**src/rtl/rx_frame_timing_pkg.sv**
```systemverilog
`timescale 1ns/1ps
package rx_frame_timing_pkg;
    typedef enum logic [1:0] {
        FMT_T1   = 2'd0,
        FMT_E1   = 2'd1,
        FMT_NX64 = 2'd2
    } frame_fmt_e;
endpackage

```
**src/rtl/rft_edge_pick.sv**
```systemverilog
`timescale 1ns/1ps
module rft_edge_pick (
    input  logic clk,
    input  logic rst_n,
    input  logic ser_clk,
    input  logic fall_sel,
    output logic bit_tick
);
    logic lvl_d, lvl_q;

    always_comb begin
        lvl_d    = ser_clk;
        bit_tick = fall_sel ? (lvl_q & ~ser_clk) : (~lvl_q & ser_clk);
    end

    always_ff @(posedge clk) begin
        if (!rst_n) lvl_q <= 1'b0;
        else        lvl_q <= lvl_d;
    end
endmodule

```
**src/rtl/rft_sync_rise.sv**
```systemverilog
`timescale 1ns/1ps
module rft_sync_rise (
    input  logic clk,
    input  logic rst_n,
    input  logic bit_tick,
    input  logic sync_in,
    output logic sync_edge
);
    logic prev_d, prev_q;

    always_comb begin
        prev_d    = bit_tick ? sync_in : prev_q;
        sync_edge = bit_tick & sync_in & ~prev_q;
    end

    always_ff @(posedge clk) begin
        if (!rst_n) prev_q <= 1'b0;
        else        prev_q <= prev_d;
    end
endmodule

```
**src/rtl/rft_framer.sv**
```systemverilog
`timescale 1ns/1ps
module rft_framer
    import rx_frame_timing_pkg::*;
#(
    parameter  int SLOT_BITS = 8,
    parameter  int MAX_SLOTS = 32,
    parameter  int T1_SLOTS  = 24,
    parameter  int E1_SLOTS  = 32,
    localparam int SLOT_W    = $clog2(MAX_SLOTS),
    localparam int CNT_W     = $clog2(SLOT_BITS)
) (
    input  logic                 clk,
    input  logic                 rst_n,
    input  logic                 bit_tick,
    input  logic                 sync_edge,
    input  logic                 bit_in,
    input  logic [1:0]           mode,
    input  logic [SLOT_W-1:0]    last_nx,
    input  logic                 flywheel,
    output logic                 o_slot_vld,
    output logic [SLOT_BITS-1:0] o_slot_dat,
    output logic [SLOT_W-1:0]    o_slot_idx,
    output logic                 o_fbit_vld,
    output logic                 o_fbit_dat,
    output logic                 o_fstart,
    output logic                 o_aerr
);
    typedef struct packed {
        logic                 active;
        logic                 wrap;
        logic [SLOT_W-1:0]    slot;
        logic [CNT_W-1:0]     cnt;
        logic [SLOT_BITS-1:0] shift;
        logic                 slot_vld;
        logic [SLOT_BITS-1:0] slot_dat;
        logic [SLOT_W-1:0]    slot_idx;
        logic                 fbit_vld;
        logic                 fbit_dat;
        logic                 fstart;
        logic                 aerr;
    } frm_state_t;

    frm_state_t st_d, st_q;
    logic [SLOT_W-1:0]    last_slot;
    logic [SLOT_BITS-1:0] merged;
    logic                 begin_frame;
    logic                 take_bit;

    always_comb begin
        st_d          = st_q;
        st_d.slot_vld = 1'b0;
        st_d.fbit_vld = 1'b0;
        st_d.fstart   = 1'b0;
        st_d.aerr     = 1'b0;
        take_bit      = 1'b0;
        merged        = '0;

        case (frame_fmt_e'(mode))
            FMT_T1:  last_slot = SLOT_W'(T1_SLOTS - 1);
            FMT_E1:  last_slot = SLOT_W'(E1_SLOTS - 1);
            default: last_slot = last_nx;
        endcase

        begin_frame = sync_edge | (st_q.active & st_q.wrap & flywheel);

        if (bit_tick) begin
            if (sync_edge && st_q.active && flywheel && !st_q.wrap)
                st_d.aerr = 1'b1;

            if (begin_frame) begin
                st_d.fstart = 1'b1;
                st_d.active = 1'b1;
                st_d.wrap   = 1'b0;
                st_d.slot   = '0;
                st_d.cnt    = '0;
                st_d.shift  = '0;
                if (frame_fmt_e'(mode) == FMT_T1) begin
                    st_d.fbit_vld = 1'b1;
                    st_d.fbit_dat = bit_in;
                end else begin
                    take_bit = 1'b1;
                end
            end else if (st_q.active && !st_q.wrap) begin
                take_bit = 1'b1;
            end else begin
                st_d.active = 1'b0;
            end

            if (take_bit) begin
                merged = {st_d.shift[SLOT_BITS-2:0], bit_in};
                if (st_d.cnt == CNT_W'(SLOT_BITS - 1)) begin
                    st_d.slot_vld = 1'b1;
                    st_d.slot_dat = merged;
                    st_d.slot_idx = st_d.slot;
                    st_d.cnt      = '0;
                    st_d.shift    = '0;
                    if (st_d.slot == last_slot) st_d.wrap = 1'b1;
                    else                        st_d.slot = st_d.slot + 1'b1;
                end else begin
                    st_d.cnt   = st_d.cnt + 1'b1;
                    st_d.shift = merged;
                end
            end
        end
    end

    always_ff @(posedge clk) begin
        if (!rst_n) st_q <= '0;
        else        st_q <= st_d;
    end

    assign o_slot_vld = st_q.slot_vld;
    assign o_slot_dat = st_q.slot_dat;
    assign o_slot_idx = st_q.slot_idx;
    assign o_fbit_vld = st_q.fbit_vld;
    assign o_fbit_dat = st_q.fbit_dat;
    assign o_fstart   = st_q.fstart;
    assign o_aerr     = st_q.aerr;
endmodule

```
**src/rtl/rx_frame_timing.sv**
```systemverilog
`timescale 1ns/1ps
module rx_frame_timing #(
    parameter  int SLOT_BITS = 8,
    parameter  int MAX_SLOTS = 32,
    parameter  int T1_SLOTS  = 24,
    parameter  int E1_SLOTS  = 32,
    localparam int SLOT_W    = $clog2(MAX_SLOTS)
) (
    input  logic                 clk,
    input  logic                 rst_n,
    input  logic                 rx_clk,
    input  logic                 rx_data,
    input  logic                 rx_sync,
    input  logic                 cfg_fall_edge,
    input  logic [1:0]           cfg_mode,
    input  logic [SLOT_W-1:0]    cfg_last_slot,
    input  logic                 cfg_flywheel,
    output logic                 slot_valid,
    output logic [SLOT_BITS-1:0] slot_data,
    output logic [SLOT_W-1:0]    slot_index,
    output logic                 fbit_valid,
    output logic                 fbit_data,
    output logic                 frame_start,
    output logic                 align_err
);
    logic bit_tick;
    logic sync_edge;

    rft_edge_pick u_edge (
        .clk      (clk),
        .rst_n    (rst_n),
        .ser_clk  (rx_clk),
        .fall_sel (cfg_fall_edge),
        .bit_tick (bit_tick)
    );

    rft_sync_rise u_sync (
        .clk       (clk),
        .rst_n     (rst_n),
        .bit_tick  (bit_tick),
        .sync_in   (rx_sync),
        .sync_edge (sync_edge)
    );

    rft_framer #(
        .SLOT_BITS (SLOT_BITS),
        .MAX_SLOTS (MAX_SLOTS),
        .T1_SLOTS  (T1_SLOTS),
        .E1_SLOTS  (E1_SLOTS)
    ) u_framer (
        .clk        (clk),
        .rst_n      (rst_n),
        .bit_tick   (bit_tick),
        .sync_edge  (sync_edge),
        .bit_in     (rx_data),
        .mode       (cfg_mode),
        .last_nx    (cfg_last_slot),
        .flywheel   (cfg_flywheel),
        .o_slot_vld (slot_valid),
        .o_slot_dat (slot_data),
        .o_slot_idx (slot_index),
        .o_fbit_vld (fbit_valid),
        .o_fbit_dat (fbit_data),
        .o_fstart   (frame_start),
        .o_aerr     (align_err)
    );
endmodule

```
**config.mk**
```make
export PLATFORM = sky130hd
export DESIGN_NAME = rx_frame_timing
export DESIGN_NICKNAME = d
export VERILOG_FILES = /design/src/rtl/rx_frame_timing_pkg.sv /design/src/rtl/rft_edge_pick.sv /design/src/rtl/rft_sync_rise.sv /design/src/rtl/rft_framer.sv /design/src/rtl/rx_frame_timing.sv
export SDC_FILE = /design/constraint.sdc
export NUM_CORES = 1
export LEC_CHECK = 0
export BUFFER_PORTS_ARGS = -buffer_cell sky130_fd_sc_hd__buf_2
export CORE_MARGIN = 2
export CORE_UTILIZATION = 55
export CTS_CLUSTER_DIAMETER = 80
export CTS_CLUSTER_SIZE = 14
export DETAILED_ROUTE_END_ITERATION = 7
export PLACE_DENSITY = 0.79
export SKIP_LAST_GASP = 1
export SYNTH_ARGS = -nofsm -noshare
export SYNTH_HDL_FRONTEND = slang
export SYNTH_SLANG_ARGS = --single-unit
```
**constraint.sdc**
```tcl
create_clock -name clk -period 2.9 [get_ports clk]
set_input_delay 0.29 -clock clk [delete_from_list [all_inputs] [get_ports clk]]
set_output_delay 0.29 -clock clk [all_outputs]
set_load 0.1 [all_outputs]
```
Word level (Yosys, flattened, before mapping)
Index checks and enable logic that the tools add are counted.
{ "classes": {"addsub": 2, "eq_ne": 4, "muxes": 19, "bitwise_logic": 10, "n_reduce_logical": 12} }
{ "ops": {"columns": ["cell", "count"], "rows": [
  ["$mux W17", 2],
  ["$mux W31", 1],
  ["$mux W14", 1],
  ["$reduce_and A3 Y1", 4],
  ["$mux W11", 1],
  ["$mux W1", 10],
  ["$pmux W5 S2", 1],
  ["$and A1 B1 Y1", 6],
  ["$mux W6", 1],
  ["$add A5 B1 Y5 const B", 1],
  ["$eq A5 B5 Y1", 1],
  ["$mux W5", 1],
  ["$logic_and A1 B1 Y1", 4],
  ["$reduce_and A2 Y1", 2],
  ["$add A3 B1 Y3 const B", 1],
  ["$eq A3 B3 Y1 const B", 1],
  ["$not A1 Y1", 3],
  ["$eq A2 B1 Y1 const B", 1],
  ["$logic_not A2 Y1", 1],
  ["$mux W2", 1],
  ["$ne A2 B1 Y1 const B", 1],
  ["$logic_not A1 Y1", 1],
  ["$or A1 B1 Y1", 1]
]} }
{ "totals": {"register_bits": 37, "in_bits": 14, "out_inout_bits": 18, "word_cells": 61} }

Logic depth before layout (Yosys ltp)
Gate-level depths: netlist of run 1.
{ "depth": {"depth_word": 12, "ltp_mapped": 10, "ltp_nobuf": 10} }

Modules after synthesis
From an unflattened synthesis of run 1, not the netlist that was laid out.
{ "unflattened": {"hier_cells": 229, "hier_area_um2": 1898.1} }
{ "by_module_without_submodules": {"columns": ["module", "n_inst", "cells_each", "area_per_inst_um2", "seq_area_each_um2"], "rows": [
  ["rft_framer", 1, 219, 1808.0, 700.7],
  ["rft_edge_pick", 1, 5, 48.8, 20.0],
  ["rft_sync_rise", 1, 5, 41.3, 20.0]
]} }

Worst setup path before layout of run 1
Ideal clock, no wire load.
{ "synth_timing": {"path_type": "register to register", "from": "reg u_edge.lvl_q", "to": "reg u_framer.st_q[33] in the netlist's numbering", "setup_ps": 72, "arrival_ps": 2045, "required_ps": 2828, "slack_ps": 783, "path_stages_with_launch": 11, "path_buffers": 0, "synth_period_minus_slack_ps": 2117, "path_cell_list": "dfxtp_1 > and3b_4 > o21ai_4 > and3_1 > ha_1 > ha_1 > and2_1 > o21ai_4 > nor2_1 > and3_1 > mux2i_1"} }
{ "synth_between": {"elab_chain_len": 12, "elab_cells_between_ends": 17, "cone_classes": "1 x add/sub; 2 x eq/ne; 8 x mux; 6 x bitwise"} }
{ "synth_rtl": {"columns": ["element", "line", "rtl"], "rows": [
  ["start, declared", "rft_edge_pick.sv:9", "logic lvl_d, lvl_q;"],
  ["start signal, assigned", "rft_edge_pick.sv:18", "else lvl_q <= lvl_d;"],
  ["$not A1 Y1", "rft_edge_pick.sv:13", "bit_tick = fall_sel ? (lvl_q & ~ser_clk) : (~lvl_q & ser_clk);"],
  ["$and A1 B1 Y1", "rft_edge_pick.sv:13", null],
  ["$mux W1 (*)", "rft_edge_pick.sv:13", null],
  ["$and A1 B1 Y1 (2 in a row)", "rft_sync_rise.sv:13", "sync_edge = bit_tick & sync_in & ~prev_q;"],
  ["$or A1 B1 Y1", "rft_framer.sv:64", "begin_frame = sync_edge | (st_q.active & st_q.wrap & flywheel);"],
  ["$mux W17", "rft_framer.sv:70", "if (begin_frame) begin"],
  ["$mux W17", "rft_framer.sv:66", "if (bit_tick) begin"],
  ["$add A5 B1 Y5 / $eq A5 B5 Y1 (equally long branches)", "rft_framer.sv:98, rft_framer.sv:97", null],
  ["$mux W5", "rft_framer.sv:97", "if (st_d.slot == last_slot) st_d.wrap = 1'b1;"],
  ["$mux W6", "rft_framer.sv:91", "if (st_d.cnt == CNT_W'(SLOT_BITS - 1)) begin"],
  ["$mux W31", "rft_framer.sv:89", "if (take_bit) begin"],
  ["end signal, assigned", "rft_framer.sv:109", "else st_q <= st_d;"],
  ["end, declared", "rft_framer.sv:43", "frm_state_t st_d, st_q;"]
]} }
Mark *: on every way between the ends. The rest lies on a longest branch, timed or not. The select of a mux whose other input is x is not followed.
A chain may end at the register's enable or synchronous reset.

Worst setup path in the final report of run 1
Same ends and word-level chain as after synthesis.

==> out/metrics.csv, run 1 <==
metric,value,unit
status,"finished, final reports clean",
hold_end,u_framer.o_fbit_vld$_SDFF_PN0_,
ys.flop_type,dfxtp_1,
final_nets,241,
io_pins,32,
hold_viol_final,0,
synthXorXnorAreaFrac,0,%
synth_mux_area_share,2.19,%
min-delay-start,cfg_mode[0],
track_usage,21.7,%
maxSlewViolCount,0,
cts.htree.levels,2,
floorplan.initialDensity,58.9,%
post-route-period-util,82.1,%
routed_wl,3.76,mm
path_class,flop to flop,
drive_gt1_share,21.7,%
synth-compound-area-share,19.6,%
synth_top_area_share,40.5,%
worst_pin_slew,0.555,ns
clk_pin_slew_worst_paths,0.11,ns
path_cells,and3b_4 > o21ai_4 > and3_1 > ha_1 > ha_1 > and2_1 > o21ai_4 > nor2_1 > and3_1 > mux2i_1,
period_needed,2.38,ns
synth.most_common_cell,dfxtp_1,
die_w,61.6,µm
seq_area_frac_synth,40.5,%
dieArea,3800,µm²
nFillCells,300,
worstSkewPairLatency,0.35,ns
cts_made_buffers,5,
gp_congestion,0.787,
synth_warnings,0,
setup_viol,0,
holdBufCountCts,0,
required,3.18,ns
port_buffers,31,
routed_via_density,5.71,
cts_setup_buffers,0,
leakage,0.000806,µW
grt_pass1_wl,6.00,mm
r2r_start,u_edge.lvl_q$_SDFF_PN0_,
cap_violations,0,
die_h,61.6,µm
hold_depth,2,
hpwlAfterDp,2.61,mm
syn_to_final_growth,7.19,%
async_flop_share,0,%
fin_cells,270,
ys_types,44,
drc,0,
overflow,0,
crit_fanout,17,
mappedNetlistNets,226,
peakVddDrop,0.284,mV
arrival,2.66,ns
insertedDiodeCount,0,
num_vias,1541,
cts-root-buf,clkbuf_4,
grt_max_degree,20,
cts_tree,built,
syn-cell-area,1830,µm²
synthAdderAreaFrac,1.37,%
rsz0062_at_grt,false,
p_per_area,450,nW/µm²
max-slew-margin-rel,62.8,%
yosys.area_share.simple,26.4,%
skew,0.0186,ns
fin_setup_tns,0,ns
clock-sinks,37,
grt_pass1_vias,1283,
synth.top_cells.by_count,"37 x dfxtp_1, 21 x nand2_1, 18 x a21oi_1, 17 x nor2_1, 14 x buf_4",
synthCells,210,
synth_largest_area_cell,dfxtp_1,
synth_enable_flop_cells,0,
placed_cells,262,
ys_top_cells_by_area,"dfxtp_1 41%, buf_4 5.8%, a21oi_1 4.9%, nand2_1 4.3%, nand4_1 4.1%",
hold_class,primary input to flop,
cts_max_path_buffers,2,
r2r_end,u_framer.st_q[33]$_SDFFE_PN0N_,
max_stage_delay,0.35,ns
r2r_slack,0.52,ns
rows,20,
ys_seq_elements,37,
start_kind,flop,
ctsResizeCount,0,
core,3100,µm²
crit_path_end_kind,flop,
first_pass_iters,4,
fmax,420,MHz
drt_iter0_markers,107,
r2r_cells,10,
syn_area_per_cell,8.70,µm²
routedWlPerCell,13.9,µm
synth_top_family_by_area,simple AND/OR/NAND/NOR gates,
cp_slowest_cell,dfxtp_1,
antenna_found_initial,0,
antenna_left,0,
[stage by stage]
step	utilization [%]	setup WS, ns	power [µW]	area, µm²	hold WS, ns
after floorplan	-	0.783	576	1830	0.369
after detailed placement	61.0	0.468	595	1890	0.442
final	63.1	0.520	881	1960	0.134
after CTS	63.1	0.523	880	1960	0.124
after global routing	63.1	0.338	913	1960	0.128
after global placement	61.0	0.521	594	1890	0.440
[area by class of cell]
cell class | instances | area [µm²] | share of cell area, %
flip-flops and latches | 37 | 741 | 37.8
multi-input cells | 144 | 905 | 46.2
well taps | 44 | 55.1 | 2.81
inverters | 2 | 7.51 | 0.383
clock inverters | 2 | 13.8 | 0.703
clock buffers | 6 | 51.3 | 2.62
repair buffers | 35 | 185 | 9.46
[routing by layer]
metal,wire length (µm),global-route usage (%)
met2,1660,31.9
met5,0,0
met3,226,5.04
met4,41,7.29
met1,1830,31.3
[layout by cell type (no fill, tap or decap), types with 2 or more instances in the layout]
cell      instances
nand2b_1          5
nor4bb_1          2
nand3_1           5
nor2_1           17
nand2_1          21
a22o_1            6
a211o_1           2
and3_1            7
o21ai_0           3
dfxtp_1          37
clkbuf_4          5
o211ai_1          2
buf_2            31
buf_4             4
a211oi_1          3
and2_1            5
ha_1              2
a311oi_1          2
nor3_1            4
a22oi_1           3
nand4_1          12
a21oi_1          18
o21ai_4           2
mux2i_1           4
nor2b_1           4
[worst max-delay path: cells and delay by family (launching register included)]
family	cells	cell delay (ns)
mux	1	0.17
fa+ha+maj	2	0.35
simple gates	5	1.06
flops	1	0.35
compound gates	2	0.39
[worst max-delay path by stage]
stage | startpoint | endpoint | slack [ns] | depth (start not counted)
2_1_floorplan | u_edge.lvl_q$_SDFF_PN0_ | u_framer.st_q[33]$_SDFFE_PN0N_ | 0.78 | 10
3_3_place_gp | cfg_fall_edge | u_framer.st_q[33]$_SDFFE_PN0N_ | 0.52 | 11
3_5_place_dp | cfg_fall_edge | u_framer.st_q[33]$_SDFFE_PN0N_ | 0.47 | 11
4_1_cts | u_edge.lvl_q$_SDFF_PN0_ | u_framer.st_q[33]$_SDFFE_PN0N_ | 0.52 | 10
5_1_grt | u_edge.lvl_q$_SDFF_PN0_ | u_framer.st_q[33]$_SDFFE_PN0N_ | 0.34 | 10
6_report | u_edge.lvl_q$_SDFF_PN0_ | u_framer.st_q[33]$_SDFFE_PN0N_ | 0.52 | 10
[sequential cells by signal, indices dropped and copies added (netlist names)]
signal	flops
u_framer.st_q	17
u_framer.o_slot_dat	8
u_framer.o_slot_idx	5
u_edge.lvl_q	1
u_framer.o_aerr	1
u_framer.o_fbit_dat	1
u_framer.o_fbit_vld	1
u_framer.o_fstart	1
u_framer.o_slot_vld	1
u_sync.prev_q	1
[kinds of logic (layout without fill, tap and decap cells)]
family / Yosys count / after routing
buffers and inverters: 29 / 45
muxes: 4 / 4
adders and majority gates: 2 / 2
and+or+nand+nor: 89 / 89
DFF: 37 / 37
AOI/OAI and AO/OA: 49 / 49
[power by group]
group	switching [µW]	total (µW)	internal, µW	leakage [µW]
sequential	2.37	514	511	0.000298
clock	178	296	118	0.0000382
combinational	45.5	71.1	25.5	0.000469
total	226	881	655	0.000806
(Power assumes the default switching activity.)
==> run 2, diff against run 1 <==
ABC_AREA = 1   (was default)
clock period = 2.48 ns   (was 2.9 ns; I/O delays follow)
==> out/metrics.csv, run 2 <==
metric,value,unit,change
core,3100,µm²,unchanged
antenna_found_initial,0,,unchanged
die_h,61.8,µm,was 61.6 µm
cts_made_buffers,5,,unchanged
floorplan.initialDensity,59.2,%,was 58.9%
final_common_cell,nand2_1,,was dfxtp_1
cts_setup_buffers,0,,unchanged
seq_area_frac_synth,40.3,%,was 40.5%
track_usage,21.8,%,was 21.7%
routedWlPerCell,11.1,µm,was 13.9 µm
cts.htree.levels,2,,unchanged
clk_pin_slew_worst_paths,0.10,ns,was 0.11 ns
setup_viol,0,,unchanged
largest_register_ffs,17,,unchanged
maxSlewViolCount,0,,unchanged
arrival,2.30,ns,was 2.66 ns
r2r_end,u_framer.st_q[31]$_SDFFE_PN0N_,,was u_framer.st_q[33]$_SDFFE_PN0N_
mappedNetlistNets,264,,was 226
cap_violations,0,,unchanged
max-slew-margin-rel,47.4,%,was 62.8%
synth_warnings,0,,unchanged
fin_setup_tns,0,ns,unchanged
timing.final.ws_setup,0.387,ns,was 0.520 ns
insertedDiodeCount,0,,unchanged
grt_pass1_vias,1397,,was 1283
synth.top_cells.by_count,"59 x nand2_1, 37 x dfxtp_1, 27 x nor2_1, 24 x inv_1, 23 x a21oi_1",,"was 37 x dfxtp_1, 21 x nand2_1, 18 x a21oi_1, 17 x nor2_1, 14 x buf_4"
cts-root-buf,clkbuf_4,,unchanged
syn_area_per_cell,7.41,µm²,was 8.70 µm²
antenna_left,0,,unchanged
hold_depth,3,,was 2
routed_via_density,5.13,,was 5.71
syn-cell-area,1840,µm²,was 1830 µm²
cts_max_path_buffers,2,,unchanged
whs,0.108,ns,was 0.134 ns
holdBufCountCts,0,,unchanged
peakVddDrop,0.456,mV,was 0.284 mV
synth.most_common_cell,nand2_1,,was dfxtp_1
synth_top_area_share,40.3,%,was 40.5%
port_buffers,31,,unchanged
io_pins,32,,unchanged
ctsResizeCount,0,,unchanged
grt_pass1_wl,6.15,mm,was 6.00 mm
async_flop_share,0,%,unchanged
worstSkewPairLatency,0.34,ns,was 0.35 ns
ys.flop_type,dfxtp_1,,unchanged
post-route-period-util,84.4,%,was 82.1%
dpl_worst_slack,0.287,ns,was 0.468 ns
status,"finished, final reports clean",,unchanged
rows,20,,unchanged
syn_to_final_growth,6.95,%,was 7.19%
rsz0062_at_grt,false,,unchanged
required,2.69,ns,was 3.18 ns
crit_fanout,12,,was 17
num_vias,1594,,was 1541
leakage,0.000828,µW,was 0.000806 µW
hpwlAfterDp,2.55,mm,was 2.61 mm
cts_tree,built,,unchanged
ys_seq_elements,37,,unchanged
cp-endpoint,u_framer.st_q[31]$_SDFFE_PN0N_,,was u_framer.st_q[33]$_SDFFE_PN0N_
fmax,478,MHz,was 420 MHz
final_cell_mix,"59 x nand2_1, 37 x dfxtp_1, 31 x buf_2, 27 x nor2_1, 24 x inv_1",,"was 37 x dfxtp_1, 31 x buf_2, 21 x nand2_1, 18 x a21oi_1, 17 x nor2_1"
dieArea,3820,µm²,was 3800 µm²
r2r_cells,13,,was 10
final_nets,283,,was 241
startpoint,u_edge.lvl_q$_SDFF_PN0_,,unchanged
skew,0.00551,ns,was 0.0186 ns
path_class,flop to flop,,unchanged
grt_max_degree,24,,was 20
clock-sinks,37,,unchanged
r2r_start,u_edge.lvl_q$_SDFF_PN0_,,unchanged
drt_iter0_markers,126,,was 107
top_register,u_framer.st_q,,unchanged
routed_wl,3.45,mm,was 3.76 mm
r2r_slack,0.39,ns,was 0.52 ns
crit_path_end_kind,flop,,unchanged
synth_largest_area_cell,dfxtp_1,,unchanged
placed_cells,304,,was 262
synth_enable_flop_cells,0,,unchanged
hold_class,primary input to flop,,unchanged
p_per_area,519,nW/µm²,was 450 nW/µm²
start_kind,flop,,unchanged
drc,0,,unchanged
ys_top_cells_by_area,"dfxtp_1 40%, nand2_1 12%, a21oi_1 6.3%, buf_4 6.1%, nor2_1 5.5%",,"was dfxtp_1 41%, buf_4 5.8%, a21oi_1 4.9%, nand2_1 4.3%, nand4_1 4.1%"
overflow,0,,unchanged
nFillCells,314,,was 300
drive_gt1_share,22.1,%,was 21.7%
die_w,61.8,µm,was 61.6 µm
fin_cells,311,,was 270
fin_area,1960,µm²,about the same
gp_congestion,0.770,,was 0.787
worst_pin_slew,0.788,ns,was 0.555 ns
period_needed,2.09,ns,was 2.38 ns
place_area,1910,µm²,was 1890 µm²
first_pass_iters,4,,unchanged
synthCells,248,,was 210
ys_types,30,,was 44
hold_viol_final,0,,unchanged
==> run 2: changes by cell type after synthesis, moves of 7 or more <==
cell     change
and3_1       -7
nand2_1     +38
inv_1       +23
nor2_1      +10
==> run 2: through the flow <==
stage	util, %	total power [µW]
global route	63.3	1070
finish	63.3	1020
CTS	63.3	1030
floorplan	-	687
global placement	61.5	710
detailed placement	61.5	711
==> run 2: kinds of logic (layout without fill, tap and decap cells) <==
group                    count (synthesis)  in the layout  synth area share (%)
AND/OR/NAND/NOR                        120            120                  31.3
buffers and inverters                   49             68                  14.1
AO/OA/AOI/OAI                           40             40                  12.9
flip-flops                              37             37                  40.3
adder cells (fa/ha/maj)                  2              2                  1.36
==> run 2: worst min-delay path by stage <==
| stage | to | slack, ns | startpoint |
|---|---|---|---|
| after global routing | u_edge.lvl_q$_SDFF_PN0_ | 0.14 | rx_clk |
| after detailed placement | u_framer.o_fbit_dat$_SDFFE_PN0P_ | 0.45 | u_framer.o_fbit_dat$_SDFFE_PN0P_ |
| final | u_edge.lvl_q$_SDFF_PN0_ | 0.11 | rx_clk |
| after global placement | u_framer.o_slot_dat[0]$_SDFFE_PN0P_ | 0.46 | u_framer.o_slot_dat[0]$_SDFFE_PN0P_ |
| after floorplan | u_edge.lvl_q$_SDFF_PN0_ | 0.34 | rx_clk |
| after CTS | u_edge.lvl_q$_SDFF_PN0_ | 0.10 | rx_clk |
==> run 2: final cells by class <==
| class | count | area, µm² | area share [%] |
|---|---|---|---|
| multi-input combinational | 162 | 837 | 42.6 |
| inverter | 28 | 106 | 5.41 |
| sequential | 37 | 741 | 37.7 |
| timing repair buffer | 33 | 170 | 8.66 |
| tap | 44 | 55.1 | 2.80 |
| clock buffer | 7 | 55.1 | 2.80 |
==> run 2: worst max-delay path, cell delays in order (launching register included) <==
cell and delay [ns]:
dfxtp_1 0.33, o21bai_4 0.18, nand4_4 0.07, nand2_2 0.14, nor2_1 0.18, ha_1 0.17, ha_1 0.21, inv_1 0.09
nor2_1 0.13, nand2_2 0.08, nor2_2 0.11, nand4_1 0.13, nand2_1 0.10, nor2_1 0.04
==> run 2: power by group <==
| group | total, µW | switching (µW) | internal, µW |
|---|---|---|---|
| combinational | 96.7 | 68.2 | 28.5 |
| clock | 323 | 189 | 134 |
| sequential | 600 | 1.99 | 598 |
| total | 1020 | 259 | 761 |
==> run 2: per-layer routing <==
metal	up-vias	track usage (%)	routed length, µm
li1	828	-	-
met1	719	31.3	1730
met2	45	31.7	1470
met3	2	6.21	234
met4	0	6.38	19
met5	-	0	0
